===== src/rtl/sertx_pkg.sv =====
package sertx_pkg;

  // What the datapath loads on a bit tick that ends a frame
  typedef enum logic [2:0] {
    LD_NONE  = 3'd0,
    LD_ONES  = 3'd1,
    LD_ZEROS = 3'd2,
    LD_MARK  = 3'd3,
    LD_DATA  = 3'd4
  } loadKind_t;

  typedef struct packed {
    logic      tick;
    loadKind_t kind;
  } dpCmd_t;

endpackage


===== src/rtl/sertx_dp.sv =====
module sertx_dp
  import sertx_pkg::*;
#(
  parameter int BASE_W = 8
) (
  input  logic              clk,
  input  logic              rstN,
  input  dpCmd_t            cmd,
  input  logic              longWord,
  input  logic              dataWr,
  input  logic [BASE_W:0]   dataIn,
  output logic              txd,
  output logic              frameLive,
  output logic              bitsDone,
  output logic              holdFull
);

  localparam int LONG_W    = BASE_W + 1;
  localparam int FRAME_MAX = LONG_W + 2;
  localparam int CNT_W     = $clog2(FRAME_MAX + 1);

  logic [FRAME_MAX-1:0] shReg;
  logic [FRAME_MAX-1:0] nextFrame;
  logic [CNT_W-1:0]     bitsLeft;
  logic [CNT_W-1:0]     frameLen;
  logic [LONG_W-1:0]    holdReg;
  logic                 lineBit;
  logic                 dataTaken;

  assign bitsDone  = (bitsLeft == '0);
  assign txd       = lineBit;
  assign dataTaken = cmd.tick && bitsDone && (cmd.kind == LD_DATA);

  // Frame assembly: start bit at position 0, stop bit(s) left at one
  always_comb begin
    frameLen  = longWord ? CNT_W'(LONG_W + 2) : CNT_W'(BASE_W + 2);
    nextFrame = '1;
    case (cmd.kind)
      LD_ZEROS: nextFrame = '0;
      LD_DATA: begin
        nextFrame[0] = 1'b0;
        for (int i = 0; i < BASE_W; i++) begin
          nextFrame[i+1] = holdReg[i];
        end
        if (longWord) begin
          nextFrame[BASE_W+1] = holdReg[BASE_W];
        end
      end
      default: nextFrame = '1;
    endcase
  end

  // Shifter: one bit per tick, next frame joins with no gap
  always_ff @(posedge clk or negedge rstN) begin
    if (!rstN) begin
      lineBit   <= 1'b1;
      shReg     <= '1;
      bitsLeft  <= '0;
      frameLive <= 1'b0;
    end else if (cmd.tick) begin
      if (!bitsDone) begin
        lineBit  <= shReg[0];
        shReg    <= {1'b1, shReg[FRAME_MAX-1:1]};
        bitsLeft <= bitsLeft - CNT_W'(1);
      end else begin
        case (cmd.kind)
          LD_NONE: begin
            lineBit   <= 1'b1;
            frameLive <= 1'b0;
          end
          LD_MARK: begin
            lineBit   <= 1'b1;
            frameLive <= 1'b1;
          end
          default: begin
            lineBit   <= nextFrame[0];
            shReg     <= {1'b1, nextFrame[FRAME_MAX-1:1]};
            bitsLeft  <= frameLen - CNT_W'(1);
            frameLive <= 1'b1;
          end
        endcase
      end
    end
  end

  // Holding register: a write in the same cycle as a take wins
  always_ff @(posedge clk or negedge rstN) begin
    if (!rstN) begin
      holdReg  <= '0;
      holdFull <= 1'b0;
    end else begin
      if (dataTaken) begin
        holdFull <= 1'b0;
      end
      if (dataWr) begin
        holdReg  <= dataIn;
        holdFull <= 1'b1;
      end
    end
  end

endmodule


===== src/rtl/sertx_ctrl.sv =====
module sertx_ctrl
  import sertx_pkg::*;
(
  input  logic   clk,
  input  logic   rstN,
  input  logic   modEn,
  input  logic   ctlWr,
  input  logic   ctlTxEn,
  input  logic   ctlBrk,
  input  logic   bitTick,
  input  logic   frameLive,
  input  logic   bitsDone,
  input  logic   holdFull,
  output dpCmd_t cmd,
  output logic   txEnQ,
  output logic   brkQ,
  output logic   txDone
);

  logic preamblePend;
  logic idlePend;
  logic brkReq;
  logic markPend;
  logic txEnRise;
  logic brkRise;
  logic boundary;
  loadKind_t kind;

  assign txEnRise = ctlWr && modEn && ctlTxEn && !txEnQ;
  assign brkRise  = ctlWr && ctlBrk && !brkQ;
  assign boundary = bitTick && bitsDone;

  // Priority at a frame boundary: break, mark, ones, data
  always_comb begin
    kind = LD_NONE;
    if (boundary && txEnQ) begin
      if (brkQ || brkReq)                 kind = LD_ZEROS;
      else if (markPend)                  kind = LD_MARK;
      else if (preamblePend || idlePend)  kind = LD_ONES;
      else if (holdFull)                  kind = LD_DATA;
      else                                kind = LD_NONE;
    end
  end

  assign cmd.tick = bitTick;
  assign cmd.kind = kind;

  always_ff @(posedge clk or negedge rstN) begin
    if (!rstN) begin
      txEnQ        <= 1'b0;
      brkQ         <= 1'b0;
      preamblePend <= 1'b0;
      idlePend     <= 1'b0;
      brkReq       <= 1'b0;
      markPend     <= 1'b0;
    end else begin
      if (ctlWr) begin
        if (modEn) begin
          txEnQ <= ctlTxEn;
        end
        brkQ <= ctlBrk;
      end
      if (boundary) begin
        if (!txEnQ) begin
          preamblePend <= 1'b0;
          idlePend     <= 1'b0;
          brkReq       <= 1'b0;
          markPend     <= 1'b0;
        end else begin
          case (kind)
            LD_ZEROS: begin
              brkReq   <= 1'b0;
              markPend <= 1'b1;
            end
            LD_MARK: markPend <= 1'b0;
            LD_ONES: begin
              if (preamblePend) preamblePend <= 1'b0;
              else              idlePend     <= 1'b0;
            end
            default: ;
          endcase
        end
      end
      if (brkRise) begin
        brkReq       <= 1'b1;
        preamblePend <= 1'b0;
      end
      if (txEnRise) begin
        if (frameLive) idlePend     <= 1'b1;
        else           preamblePend <= 1'b1;
      end
    end
  end

  assign txDone = !frameLive && !holdFull && !preamblePend && !idlePend &&
                  !brkReq && !brkQ && !markPend;

endmodule


===== src/rtl/sertx_top.sv =====
module sertx_top
  import sertx_pkg::*;
#(
  parameter int BASE_W = 8
) (
  input  logic            clk,
  input  logic            rstN,
  input  logic            modEn,
  input  logic            ctlWr,
  input  logic            ctlTxEn,
  input  logic            ctlBrk,
  input  logic            longWord,
  input  logic            dataWr,
  input  logic [BASE_W:0] dataIn,
  input  logic            bitTick,
  output logic            txd,
  output logic            dataEmpty,
  output logic            txDone
);

  dpCmd_t cmd;
  logic   frameLive;
  logic   bitsDone;
  logic   holdFull;
  logic   txEnQ;
  logic   brkQ;

  sertx_ctrl u_ctrl (
    .clk       (clk),
    .rstN      (rstN),
    .modEn     (modEn),
    .ctlWr     (ctlWr),
    .ctlTxEn   (ctlTxEn),
    .ctlBrk    (ctlBrk),
    .bitTick   (bitTick),
    .frameLive (frameLive),
    .bitsDone  (bitsDone),
    .holdFull  (holdFull),
    .cmd       (cmd),
    .txEnQ     (txEnQ),
    .brkQ      (brkQ),
    .txDone    (txDone)
  );

  sertx_dp #(.BASE_W(BASE_W)) u_dp (
    .clk       (clk),
    .rstN      (rstN),
    .cmd       (cmd),
    .longWord  (longWord),
    .dataWr    (dataWr),
    .dataIn    (dataIn),
    .txd       (txd),
    .frameLive (frameLive),
    .bitsDone  (bitsDone),
    .holdFull  (holdFull)
  );

  assign dataEmpty = !holdFull;

endmodule


===== config.mk =====
export PLATFORM = sky130hd
export DESIGN_NAME = sertx_top
export DESIGN_NICKNAME = d
export VERILOG_FILES = /design/src/rtl/sertx_pkg.sv /design/src/rtl/sertx_dp.sv /design/src/rtl/sertx_ctrl.sv /design/src/rtl/sertx_top.sv
export SDC_FILE = /design/constraint.sdc
export NUM_CORES = 1
export LEC_CHECK = 0
export ABC_AREA = 1
export CORE_MARGIN = 2
export CORE_UTILIZATION = 30
export CTS_CLUSTER_SIZE = 30
export DETAILED_ROUTE_END_ITERATION = 10
export GPL_TIMING_DRIVEN = 0
export PLACE_DENSITY = 0.47
export SLEW_MARGIN = 10
export SYNTH_ARGS = -nofsm -noshare
export SYNTH_HDL_FRONTEND = slang
export SYNTH_HIERARCHICAL = 1
export SYNTH_SLANG_ARGS = --single-unit

===== constraint.sdc =====
create_clock -name clk -period 5.9 [get_ports clk]
set_input_delay 0.885 -clock clk [delete_from_list [all_inputs] [get_ports clk]]
set_output_delay 0.885 -clock clk [all_outputs]
set_load 0.05 [all_outputs]

==> metrics.md, run 1 <==
| Metric | Value |
|---|---|
| Status | complete, no violations |
| Vias after detailed routing | 1485 |
| Post-synthesis register bit count | 32 |
| Area growth syn-to-layout | 22.4% |
| Fillers | 611 |
| Number of gates resized after cts | 0 |
| Path class of the lowest-slack min-delay path | flip-flop to flip-flop |
| Number of sinks on the clock net | 32 |
| Starting utilization of the core area | 0.314 |
| Total gr overflow | 0 |
| Total setup buffers inserted after CTS | 0 |
| RSZ-0062 raised after global routing | no |
| Global routing usage summed across all routing layers | 0.132 |
| Final hold viol count | 0 |
| Overall power | 891 uW |
| HPWL Detailed | 2620 um |
| RD Place Congestion | 0.691 |
| Number of CTS-inserted buffers | 5 |
| Place WS | 3.18 ns |
| Maximum number of pins on one net before global-route repair | 33 |
| Crit path required time | 5.02 ns |
| Worst r2r dst | u_dp/shReg[4] |
| I/O pin total | 21 |
| Net count after synthesis | 255 |
| Power share of the sequential group | 0.393 |
| Maximum clock rate | 0.349 GHz |
| Critical register-to-register path startpoint | u_dp/bitsLeft[0] |
| # setup viols final | 0 |
| Critical Path Start Type | flip-flop |
| Worst Hold Path Cells | 2 |
| Worst Slack Setup Final | 3.03 ns |
| Setup skew after layout | 0.00188 ns |
| Vias per std cell | 4.43 |
| Core region area | 0.00557 mm^2 |
| DIE WIDTH | 80.4 um |
| Gate Count Post-Synth | 235 |
| Data arrival time of the worst path | 1.98 ns |
| Slew of the pin with the lowest slew margin | 0.718 ns |
| Initial antenna violation count | 0 |
| Post-cts hold buffer count | 0 |
| Number of diodes added for antenna fixing | 0 |
| Hold path startpoint | u_dp/shReg[2] |
| Maximum ir drop on the vdd rail | 0.183 mV |
| Synth warn | 6 |
| Distinct cells, synth | 28 |
| H-tree depth | 2 |
| Setup TNS | 0 ns |
| Number of DRC markers after the initial detailed-route iteration | 47 |
| Routed wire length per instance | 11.0 um |
| Worst reg-to-reg setup slack | 3.35 ns |
| TritonCTS clock tree | yes |
| Number of pins exceeding their max-slew limit in the final report | 0 |
| FP Rows | 27 |
| Fraction of the yosys area taken by sequential cells | 0.465 |
| Crit Path Class | flip-flop to output pin |
| Leakage power | 0.00103 uW |
| Worst Path Max Fanout | 5 |
| Post-route clock period utilization | 0.486 |
| IO buf count | 20 |
| First-pass detailed-route iteration total | 5 |
| Sort of element at the end of the critical path | output pin |
| Part of the power in combinational logic | 0.372 |
| Die outline height | 80.4 um |
| Post-synthesis area per instance | 7.46 um^2 |
| Sw Pwr | 327 uW |
| Cells on worst reg2reg path | 17 |
| Layout net count | 282 |
| CTS Root Buffer Type | sky130_fd_sc_hd__clkbuf_8 |
| Sw Share | 0.367 |
| WHS | 0.467 ns |
| Area after DPL | 0.00204 mm^2 |
| Worst max-slew margin expressed relative to the limit | 0.522 |
| Final std cell area, no fill | 0.00215 mm^2 |
| Fraction of final layout cells with drive strength greater than 1 | 0.175 |
| Min Tclk post-route | 2.87 ns |
| Remaining antenna violation count | 0 |
| Die Area | 0.00647 mm^2 |
| First-pass GRT wire length | 6440 um |
| Aggregate routed wire length | 3670 um |
| Hold-critical path endpoint | u_dp/shReg[2] |
| Buffers from clock root to sink, at most | 2 |
| Internal cell power | 565 uW |
| Clock network latency to the later pin of the worst-skew pair | 0.28 ns |
| Vias in the first global route | 1429 |
| Power per cell area | 415 mW/mm^2 |
| Clock transition at the register clock pins on the worst setup and hold paths after CTS | 0.07 ns |
| Max-Cap Viols | 0 |
| Clock Power Share | 0.235 |
| Synthesized cell area | 0.00175 mm^2 |
| DRC viols | 0 |
[worst max-delay path by stage]
| stage | start | endpoint | slack (ns) | depth (start not counted) |
|---|---|---|---|---|
| finish | u_ctrl/brkQ | txDone | 3.03 | 4 |
| detailed placement | bitTick | u_dp/shReg[1] | 3.18 | 13 |
| global route | u_ctrl/preamblePend | txDone | 2.89 | 6 |
| floorplan | u_ctrl/brkQ | txDone | 3.30 | 3 |
| global placement | bitTick | u_dp/shReg[1] | 3.16 | 13 |
| CTS | u_ctrl/brkQ | txDone | 2.99 | 4 |
[sequential cells by signal, summed over array words and instances (netlist names)]
name / count
u_ctrl/brkQ: 1
u_dp/txd: 1
u_dp/frameLive: 1
u_ctrl/preamblePend: 1
u_dp/bitsLeft: 4
u_dp/holdFull: 1
u_ctrl/txEnQ: 1
u_ctrl/idlePend: 1
u_ctrl/markPend: 1
u_ctrl/brkReq: 1
u_dp/holdReg: 9
u_dp/shReg: 10
[routing by layer]
layer  global-route usage  vias up  wire (um)
li1                     -      782          -
met1                0.168      678       1840
met2                0.206       17       1620
met3               0.0382        8        129
met4               0.0610        0         78
met5                    0        -          0
[cell type report]
class,instances,area [um^2],area share
buffer,8,58.8,0.0274
clock buffer,6,72.6,0.0338
clock inverter,2,35.0,0.0163
inverter,22,85.1,0.0397
multi-input combinational,173,795,0.370
sequential,32,815,0.380
tap,72,90.1,0.0420
timing repair buffer,20,195,0.0910
[synthesized netlist by cell type, drive strengths merged]
cell    instances  area share
inv            21       0.046
clkinv          1      0.0021
nand4           1      0.0036
o22ai           2      0.0071
nand2         123        0.27
nor2            8       0.030
dfrtp          21        0.30
buf             7       0.031
nand3          19       0.061
o211ai          2      0.0086
or2             1      0.0036
nor3            1      0.0029
ha              2       0.014
clkbuf          1      0.0021
dfstp          11        0.16
nor3b           1      0.0071
o21ai          11       0.031
a21oi           2       0.014
[cells in the final DEF, fill, tap and decap left out, types with 2 or more instances in the layout]
cell type,netlist,final
sky130_fd_sc_hd__nand2_1,119,119
sky130_fd_sc_hd__buf_4,3,3
sky130_fd_sc_hd__clkbuf_8,0,5
sky130_fd_sc_hd__dfstp_2,11,11
sky130_fd_sc_hd__buf_6,2,2
sky130_fd_sc_hd__inv_1,15,15
sky130_fd_sc_hd__o22ai_1,2,2
sky130_fd_sc_hd__inv_2,5,5
sky130_fd_sc_hd__o211ai_1,2,2
sky130_fd_sc_hd__buf_2,2,3
sky130_fd_sc_hd__o21ai_1,2,2
sky130_fd_sc_hd__clkbuf_1,1,2
sky130_fd_sc_hd__nor2_4,2,2
sky130_fd_sc_hd__clkdlybuf4s50_1,0,19
sky130_fd_sc_hd__ha_1,2,2
sky130_fd_sc_hd__nor2_2,3,3
sky130_fd_sc_hd__nand2_2,4,4
sky130_fd_sc_hd__o21ai_0,9,9
sky130_fd_sc_hd__nor2_1,3,3
sky130_fd_sc_hd__nand3_1,18,18
sky130_fd_sc_hd__dfrtp_1,21,21
[critical path: stages, from the launching register on]
cell and delay, ns:
sky130_fd_sc_hd__dfrtp_1 0.42, sky130_fd_sc_hd__nor2_4 0.17, sky130_fd_sc_hd__nand3_1 0.12, sky130_fd_sc_hd__nor3_1 0.16
sky130_fd_sc_hd__clkdlybuf4s50_1 0.83
[kinds of logic (layout without fill, tap and decap cells)]
logic type	Yosys count	after routing	share of synthesized area
and+or+nand+nor	154	154	0.378
DFF	32	32	0.465
buffers and inverters	30	58	0.0821
AOI/OAI and AO/OA	17	17	0.0614
adders and majority gates	2	2	0.0143
[metrics by stage]
stage,util,std cells
finish,0.385,335
global route,0.385,335
global placement,0.367,327
floorplan,-,235
CTS,0.385,335
detailed placement,0.366,327
[power groups by stage]
stage	Combinational (uW)	Sequential [uW]	Clock, uW
3_3_place_gp	334	354	0
2_1_floorplan	252	356	0
6_report	332	350	209
5_1_grt	393	360	227
3_5_place_dp	337	355	0
4_1_cts	338	351	217
(Power assumes the default switching activity.)
==> run 2: changes to the inputs <==
clock period = 2.9 ns   (was 5.9 ns; I/O delays follow)
==> results of run 2 <==
Same layout as run 1 (identical final DEF). Status: complete, no violations.
Among the figures that moved: setup slack after placement 3.18 ns -> 0.352 ns; setup slack after layout 3.03 ns -> 0.348 ns; hold slack 0.467 ns -> 0.199 ns; start point of the critical path u_ctrl/brkQ -> u_dp/bitsLeft[0]; end point of the critical path txDone -> u_dp/shReg[4]; register-to-register setup slack 3.35 ns -> 0.35 ns; total power 891 uW -> 1810 uW; worst IR drop on VDD 0.183 mV -> 0.372 mV
